<file path="config.mk">
export PLATFORM = sky130hd
export DESIGN_NAME = wbc_master_engine
export DESIGN_NICKNAME = d
export VERILOG_FILES = /design/src/rtl/wbc_pkg.sv /design/src/rtl/wbc_seq.sv /design/src/rtl/wbc_dpath.sv /design/src/rtl/wbc_resp.sv /design/src/rtl/wbc_master_engine.sv
export SDC_FILE = /design/constraint.sdc
export NUM_CORES = 1
export LEC_CHECK = 0
export BUFFER_PORTS_ARGS = -buffer_cell sky130_fd_sc_hd__buf_2
export CORE_ASPECT_RATIO = 1.1
export CORE_MARGIN = 8
export CORE_UTILIZATION = 56
export CTS_BUF_LIST = sky130_fd_sc_hd__clkbuf_4 sky130_fd_sc_hd__clkbuf_8
export DETAILED_ROUTE_END_ITERATION = 8
export GPL_TIMING_DRIVEN = 0
export HOLD_SLACK_MARGIN = 0.12
export PLACE_DENSITY = 0.85
export SLEW_MARGIN = 5
export SYNTH_ARGS = -nofsm -noshare
export SYNTH_HDL_FRONTEND = slang
export SYNTH_SLANG_ARGS = --single-unit
</file>
<file path="constraint.sdc">
create_clock -name clk -period 3.45 [get_ports clk]
set_input_delay 0.69 -clock clk [delete_from_list [all_inputs] [get_ports clk]]
set_output_delay 0.69 -clock clk [all_outputs]
set_load 0.05 [all_outputs]
</file>
<file path="src/rtl/wbc_pkg.sv">
// Shared encodings for the classic bus master engine.
package wbc_pkg;
    typedef enum logic [1:0] {
        KIND_SINGLE = 2'd0,
        KIND_BLOCK  = 2'd1,
        KIND_RMW    = 2'd2
    } kind_e;

    typedef enum logic [1:0] {
        RSP_ACK = 2'd0,
        RSP_ERR = 2'd1,
        RSP_RTY = 2'd2
    } status_e;

    typedef enum logic [1:0] {
        S_IDLE = 2'd0,
        S_LEAD = 2'd1,
        S_XFER = 2'd2
    } seq_state_e;
endpackage

</file>
<file path="src/rtl/wbc_seq.sv">
// Sequencer: owns cyc/stb, the transfer index and the per-command plan.
// Assumes the slave raises at most one termination at a time; if several
// are raised, error wins over retry, and retry wins over acknowledge.
module wbc_seq
    import wbc_pkg::*;
#(
    parameter int CW = 8
) (
    input  logic          clk,
    input  logic          rst_n,
    input  logic          cmd_valid,
    input  logic [1:0]    cmd_kind,
    input  logic [CW-1:0] cmd_count,
    input  logic          cmd_we,
    input  logic          ack_i,
    input  logic          err_i,
    input  logic          rty_i,
    output logic          cmd_ready,
    output logic          cyc_o,
    output logic          stb_o,
    output logic          accept,
    output logic          wdat_take,
    output logic          step,
    output logic          rmw_turn,
    output logic          term,
    output logic [1:0]    term_status,
    output logic [CW-1:0] term_idx,
    output logic          term_last
);
    seq_state_e    state_q;
    kind_e         kind_q;
    logic          we_q;
    logic [CW-1:0] idx_q;
    logic [CW-1:0] last_idx_q;
    logic          ok;
    logic          is_last;

    // Handshake and per-transfer decode.
    always_comb begin
        cmd_ready   = (state_q == S_IDLE);
        accept      = cmd_ready && cmd_valid;
        term        = stb_o && (ack_i || err_i || rty_i);
        term_status = err_i ? RSP_ERR : (rty_i ? RSP_RTY : RSP_ACK);
        ok          = (term_status == RSP_ACK);
        is_last     = (idx_q == last_idx_q);
        term_last   = !ok || is_last;
        term_idx    = idx_q;
        wdat_take   = (state_q == S_LEAD) && we_q && (kind_q != KIND_RMW);
        step        = term && ok && !is_last && (kind_q == KIND_BLOCK);
        rmw_turn    = term && ok && !is_last && (kind_q == KIND_RMW);
    end

    // State, strobe and cycle registers.
    always_ff @(posedge clk) begin
        if (!rst_n) begin
            state_q    <= S_IDLE;
            cyc_o      <= 1'b0;
            stb_o      <= 1'b0;
            kind_q     <= KIND_SINGLE;
            we_q       <= 1'b0;
            idx_q      <= '0;
            last_idx_q <= '0;
        end else begin
            case (state_q)
                S_IDLE: if (accept) begin
                    state_q <= S_LEAD;
                    cyc_o   <= 1'b1;
                    idx_q   <= '0;
                    case (cmd_kind)
                        KIND_BLOCK: begin
                            kind_q     <= KIND_BLOCK;
                            we_q       <= cmd_we;
                            last_idx_q <= (cmd_count < CW'(2)) ? CW'(1) : cmd_count - 1'b1;
                        end
                        KIND_RMW: begin
                            kind_q     <= KIND_RMW;
                            we_q       <= 1'b0;
                            last_idx_q <= CW'(1);
                        end
                        default: begin
                            kind_q     <= KIND_SINGLE;
                            we_q       <= cmd_we;
                            last_idx_q <= '0;
                        end
                    endcase
                end
                S_LEAD: begin
                    stb_o   <= 1'b1;
                    state_q <= S_XFER;
                end
                S_XFER: if (term) begin
                    stb_o <= 1'b0;
                    if (term_last) begin
                        cyc_o   <= 1'b0;
                        state_q <= S_IDLE;
                    end else begin
                        idx_q   <= idx_q + 1'b1;
                        state_q <= S_LEAD;
                    end
                end
                default: state_q <= S_IDLE;
            endcase
        end
    end
endmodule

</file>
<file path="src/rtl/wbc_dpath.sv">
// Datapath: address, data, select, direction and tag registers.
// Registers change only at accept, at a lead cycle or at a termination
// edge, so they are stable while a strobe waits.
module wbc_dpath
    import wbc_pkg::*;
#(
    parameter int DW = 32,
    parameter int AW = 32,
    parameter int TW = 4,
    localparam int SW = DW / 8
) (
    input  logic          clk,
    input  logic          rst_n,
    input  logic          accept,
    input  logic [1:0]    cmd_kind,
    input  logic [AW-1:0] cmd_addr,
    input  logic          cmd_we,
    input  logic [SW-1:0] cmd_sel,
    input  logic [TW-1:0] cmd_tag,
    input  logic [DW-1:0] cmd_wdata,
    input  logic [DW-1:0] cmd_mask,
    input  logic          wdat_take,
    input  logic [DW-1:0] wdat_in,
    input  logic          step,
    input  logic          rmw_turn,
    input  logic [DW-1:0] dat_i,
    output logic [AW-1:0] adr_o,
    output logic [DW-1:0] dat_o,
    output logic          we_o,
    output logic [SW-1:0] sel_o,
    output logic [TW-1:0] tag_o
);
    logic [DW-1:0] mask_q;
    logic [DW-1:0] val_q;
    logic [DW-1:0] merged;

    // Per-byte-lane merge of read data with the masked replacement value.
    for (genvar b = 0; b < SW; b++) begin : g_lane
        assign merged[b*8 +: 8] = (dat_i[b*8 +: 8] & ~mask_q[b*8 +: 8])
                                | (val_q[b*8 +: 8] & mask_q[b*8 +: 8]);
    end

    // Bus-side register updates.
    always_ff @(posedge clk) begin
        if (!rst_n) begin
            adr_o  <= '0;
            dat_o  <= '0;
            we_o   <= 1'b0;
            sel_o  <= '0;
            tag_o  <= '0;
            mask_q <= '0;
            val_q  <= '0;
        end else if (accept) begin
            adr_o  <= cmd_addr;
            we_o   <= (cmd_kind == KIND_RMW) ? 1'b0 : cmd_we;
            sel_o  <= cmd_sel;
            tag_o  <= cmd_tag;
            mask_q <= cmd_mask;
            val_q  <= cmd_wdata;
        end else if (wdat_take) begin
            dat_o  <= wdat_in;
        end else if (step) begin
            adr_o  <= adr_o + AW'(SW);
        end else if (rmw_turn) begin
            we_o   <= 1'b1;
            dat_o  <= merged;
        end
    end
endmodule

</file>
<file path="src/rtl/wbc_resp.sv">
// Result register: one pulse per terminated transfer, one cycle after it.
module wbc_resp #(
    parameter int DW = 32,
    parameter int CW = 8
) (
    input  logic          clk,
    input  logic          rst_n,
    input  logic          term,
    input  logic [1:0]    term_status,
    input  logic [CW-1:0] term_idx,
    input  logic          term_last,
    input  logic [DW-1:0] dat_i,
    output logic          rsp_valid,
    output logic [DW-1:0] rsp_data,
    output logic [1:0]    rsp_status,
    output logic [CW-1:0] rsp_index,
    output logic          rsp_last
);
    // Capture the termination and pulse the valid flag.
    always_ff @(posedge clk) begin
        if (!rst_n) begin
            rsp_valid  <= 1'b0;
            rsp_data   <= '0;
            rsp_status <= '0;
            rsp_index  <= '0;
            rsp_last   <= 1'b0;
        end else begin
            rsp_valid <= term;
            if (term) begin
                rsp_data   <= dat_i;
                rsp_status <= term_status;
                rsp_index  <= term_idx;
                rsp_last   <= term_last;
            end
        end
    end
endmodule

</file>
<file path="src/rtl/wbc_master_engine.sv">
// Classic-mode bus master engine. It runs single, block and
// read-modify-write commands and reports one result per transfer.
// Assumes DW is 8, 16, 32 or 64 and that the slave uses the same width.
module wbc_master_engine #(
    parameter int DW = 32,
    parameter int AW = 32,
    parameter int CW = 8,
    parameter int TW = 4,
    localparam int SW = DW / 8
) (
    input  logic          clk,
    input  logic          rst_n,
    input  logic          cmd_valid,
    output logic          cmd_ready,
    input  logic [1:0]    cmd_kind,
    input  logic [AW-1:0] cmd_addr,
    input  logic [CW-1:0] cmd_count,
    input  logic          cmd_we,
    input  logic [SW-1:0] cmd_sel,
    input  logic [TW-1:0] cmd_tag,
    input  logic [DW-1:0] cmd_wdata,
    input  logic [DW-1:0] cmd_mask,
    output logic          wdat_take,
    input  logic [DW-1:0] wdat_in,
    output logic          cyc_o,
    output logic          stb_o,
    output logic          we_o,
    output logic [AW-1:0] adr_o,
    output logic [DW-1:0] dat_o,
    output logic [SW-1:0] sel_o,
    output logic [TW-1:0] tag_o,
    input  logic [DW-1:0] dat_i,
    input  logic          ack_i,
    input  logic          err_i,
    input  logic          rty_i,
    output logic          rsp_valid,
    output logic [DW-1:0] rsp_data,
    output logic [1:0]    rsp_status,
    output logic [CW-1:0] rsp_index,
    output logic          rsp_last
);
    if (!(DW == 8 || DW == 16 || DW == 32 || DW == 64)) begin : g_bad_width
        $error("data width must be 8, 16, 32 or 64");
    end

    logic          accept;
    logic          step;
    logic          rmw_turn;
    logic          term;
    logic [1:0]    term_status;
    logic [CW-1:0] term_idx;
    logic          term_last;

    wbc_seq #(.CW(CW)) u_seq (
        .clk(clk), .rst_n(rst_n), .cmd_valid(cmd_valid), .cmd_kind(cmd_kind),
        .cmd_count(cmd_count), .cmd_we(cmd_we), .ack_i(ack_i), .err_i(err_i),
        .rty_i(rty_i), .cmd_ready(cmd_ready), .cyc_o(cyc_o), .stb_o(stb_o),
        .accept(accept), .wdat_take(wdat_take), .step(step), .rmw_turn(rmw_turn),
        .term(term), .term_status(term_status), .term_idx(term_idx),
        .term_last(term_last)
    );

    wbc_dpath #(.DW(DW), .AW(AW), .TW(TW)) u_dpath (
        .clk(clk), .rst_n(rst_n), .accept(accept), .cmd_kind(cmd_kind),
        .cmd_addr(cmd_addr), .cmd_we(cmd_we), .cmd_sel(cmd_sel), .cmd_tag(cmd_tag),
        .cmd_wdata(cmd_wdata), .cmd_mask(cmd_mask), .wdat_take(wdat_take),
        .wdat_in(wdat_in), .step(step), .rmw_turn(rmw_turn), .dat_i(dat_i),
        .adr_o(adr_o), .dat_o(dat_o), .we_o(we_o), .sel_o(sel_o), .tag_o(tag_o)
    );

    wbc_resp #(.DW(DW), .CW(CW)) u_resp (
        .clk(clk), .rst_n(rst_n), .term(term), .term_status(term_status),
        .term_idx(term_idx), .term_last(term_last), .dat_i(dat_i),
        .rsp_valid(rsp_valid), .rsp_data(rsp_data), .rsp_status(rsp_status),
        .rsp_index(rsp_index), .rsp_last(rsp_last)
    );
endmodule

</file>
==> qor.txt <==
Status - finished, final reports clean
Pwr/cell area - 518 nW/um^2
Largest fanout on the critical path - 10
IO Pins - 306
Die ar. - 19700 sq um
Fin crit share - 78.6%
Multiplexer share of the synthesized area - 4.18%
Global route overflow - 0
Clock slew at the register clock pins of the worst setup and hold paths - 0.07 ns
Antenna violations before repair - 7
Max VDD drop - 0.308 mV
Most common cell in the netlist - nand2_1
Mapped Area - 8650 sq um
CTS Root Cell - clkbuf_8
Top FF cell, synth - dfxtp_1
First-pass GRT wire length - 47800 microns
Final Hold Viols - 0
Worst slew pin tran - 1.10 ns
Clock tree buffer depth - 3
Unique masters post-synth - 49
Die Span X - 134 microns
Async SR Flop Fraction - 0%
Row count - 47
Layout cells sized above 1 - 26.1%
Setup bufs post-CTS - 0
DR vias/cell - 5.63
Largest net degree at the start of global routing - 11
Setup repair after global routing missed its margin - false
Global Route Usage Sum - 30.2%
Worst Skew - 0.0182 ns
Post-CTS Resized - 0
Fin crit period - 2.71 ns
Mapped Nets - 1282
Vias in the first global route - 9274
Startpoint types - flop
P&R area growth vs syn - 28.8%
Clk_lat worst skew - 0.52 ns
Setup Total Neg Slack - 0 ns
Die Y-Extent - 146 microns
Ys Warns - 0
Crit Path Class - flop to flop
CTS Hold Bufs - 0
Share of the synthesized area in the top cell type - 47.2%
Top post-synthesis cells by area - dfxtp_1 (47%), nand2_1 (14%), a21oi_1 (10%)
EDFF count, synth - 0
DRC - 0
Hold Path Class - input port to flop
Critical path capture point type - flop
Nets - 1622
XOR/XNOR Fraction of Synth Area - 4.46%
CP arrival - 3.13 ns
Core Footprint - 15100 sq um
Clock sinks - 204
Max-slew violations - 0
Initial DRT Pass Iterations - 5
IO buf count - 304
Leakage - 0.00470 uW
Detail Route Antenna Nets - 0
Final core utilization - 74.0%
Simple-Gate Fraction of Synth Area - 21.7%
Leading area contributor after synthesis - dfxtp_1
Synth top cells by count - nand2_1 (325), dfxtp_1 (204), a21oi_1 (181), clkbuf_1 (64), o21ai_0 (37)
Seq/Total Area, Yosys - 47.2%
Largest family of logic cells by synthesized area - simple AND/OR/NAND/NOR gates
# H-tree levels - 2
Number of buffers created by CTS - 34
Final setup fails - 0
Post-Synth Adder-Cell Area - 0.723%
CTS tree - yes
Post-synthesis compound-gate area fraction - 17.8%
Avg Synthesized Cell Area - 7.92 sq um
Routed WL - 31000 microns
DPL Wire Length - 23700 microns
Post-route cell area - 11100 sq um
Starting Density - 57.4%
Wire length per cell - 18.8 microns
Area post-placement - 10400 sq um
F_max - 0.369 GHz
Slew headroom - 26.0%
Starting DRC count in detailed routing - 712
Placer Congestion - 0.911
Max_cap viols - 0
Vias - 9314
FF+latch count, synth - 204
CP required - 3.87 ns
Post-Syn Instances - 1092
-- final cells by class --
cell class              count  area [sq um]
multi-input cells         802          4230
clock inverters             4          47.5
fillers                  1200          3920
repair buffers            304          1520
clock buffers              55           669
plain buffers              74           290
flip-flops and latches    204          4080
well taps                 196           245
inverters                  12          45.0
diodes                      3          7.51
-- metrics by stage --
step                      setup slack, ns  instances  hold slack (ns)  power [uW]
after floorplan                      1.14       1092            0.436        3200
after detailed placement            0.573       1592            0.443        3540
final                               0.738       1654            0.405        5770
after CTS                           0.814       1651            0.386        5780
after global placement              0.649       1592            0.439        3520
after global routing                0.553       1654            0.400        5970
-- state kept, by name, indices dropped and copies added (netlist names), 2 cells and up --
register / cells
u_resp.rsp_index: 8
u_seq.last_idx_q: 8
u_dpath.sel_o: 4
u_dpath.tag_o: 4
u_seq.kind_q: 2
u_dpath.dat_o: 32
u_dpath.val_q: 32
u_seq.term_idx: 8
u_seq.state_q: 2
u_resp.rsp_status: 2
u_dpath.mask_q: 32
u_resp.rsp_data: 32
u_dpath.adr_o: 32
-- placed cells by master (no fill, tap or decap), types with 11 or more instances in the layout --
master	netlist	layout
dfxtp_1	204	204
a21oi_1	181	181
buf_2	10	314
nor3_1	15	15
clkbuf_4	0	14
clkbuf_8	0	41
mux2i_1	35	35
o211ai_1	32	32
nand4_1	15	15
xnor2_1	35	35
clkbuf_1	64	64
nor2_1	28	28
inv_1	11	11
o21ai_0	37	37
nand3_1	15	15
nand2_1	325	325
-- critical path, cell delays in order, from the launching register on --
cell and delay (ns):
dfxtp_1 0.37, buf_2 0.20, o31a_1 0.15, clkbuf_1 0.49
nand3_1 0.14, a21oi_1 0.30, o21a_1 0.32, buf_2 0.29
o211ai_1 0.14, a21oi_1 0.21
-- report_power, final --
group / internal (uW) / switching (uW) / total (uW)
Sequential: 2480 / 102 / 2580
Combinational: 279 / 648 / 927
Clock: 1300 / 961 / 2260
-- final timing paths --
path	cells past startpoint	end	start	slack [ns]
max	9	u_dpath.dat_o[6]	u_seq.stb_o	0.74
min	3	u_dpath.val_q[27]	cmd_wdata[27]	0.40
min reg2reg	2	u_resp.rsp_data[5]	u_resp.rsp_data[5]	0.45
max reg2reg	9	u_dpath.dat_o[6]	u_seq.stb_o	0.74
-- routing by layer --
metal / routed length, microns / share of wire (%) / vias up / track usage, %
met5: 53 / 0.17 / - / 0
met2: 15600 / 50 / 475 / 54.2
met4: 960 / 3.1 / 8 / 11.0
met1: 11500 / 37 / 4345 / 33.5
met3: 2940 / 9.5 / 89 / 7.52
li1: - / - / 4397 / -
-- kinds of logic after synthesis --
kind of cell               Yosys count
and+or+nand+nor                    439
adders and majority gates            5
xor gates and xnor gates            44
DFF                                204
buffers and inverters               86
muxes                               36
AOI/OAI and AO/OA                  278
Power figures use the tool's default switching activity.
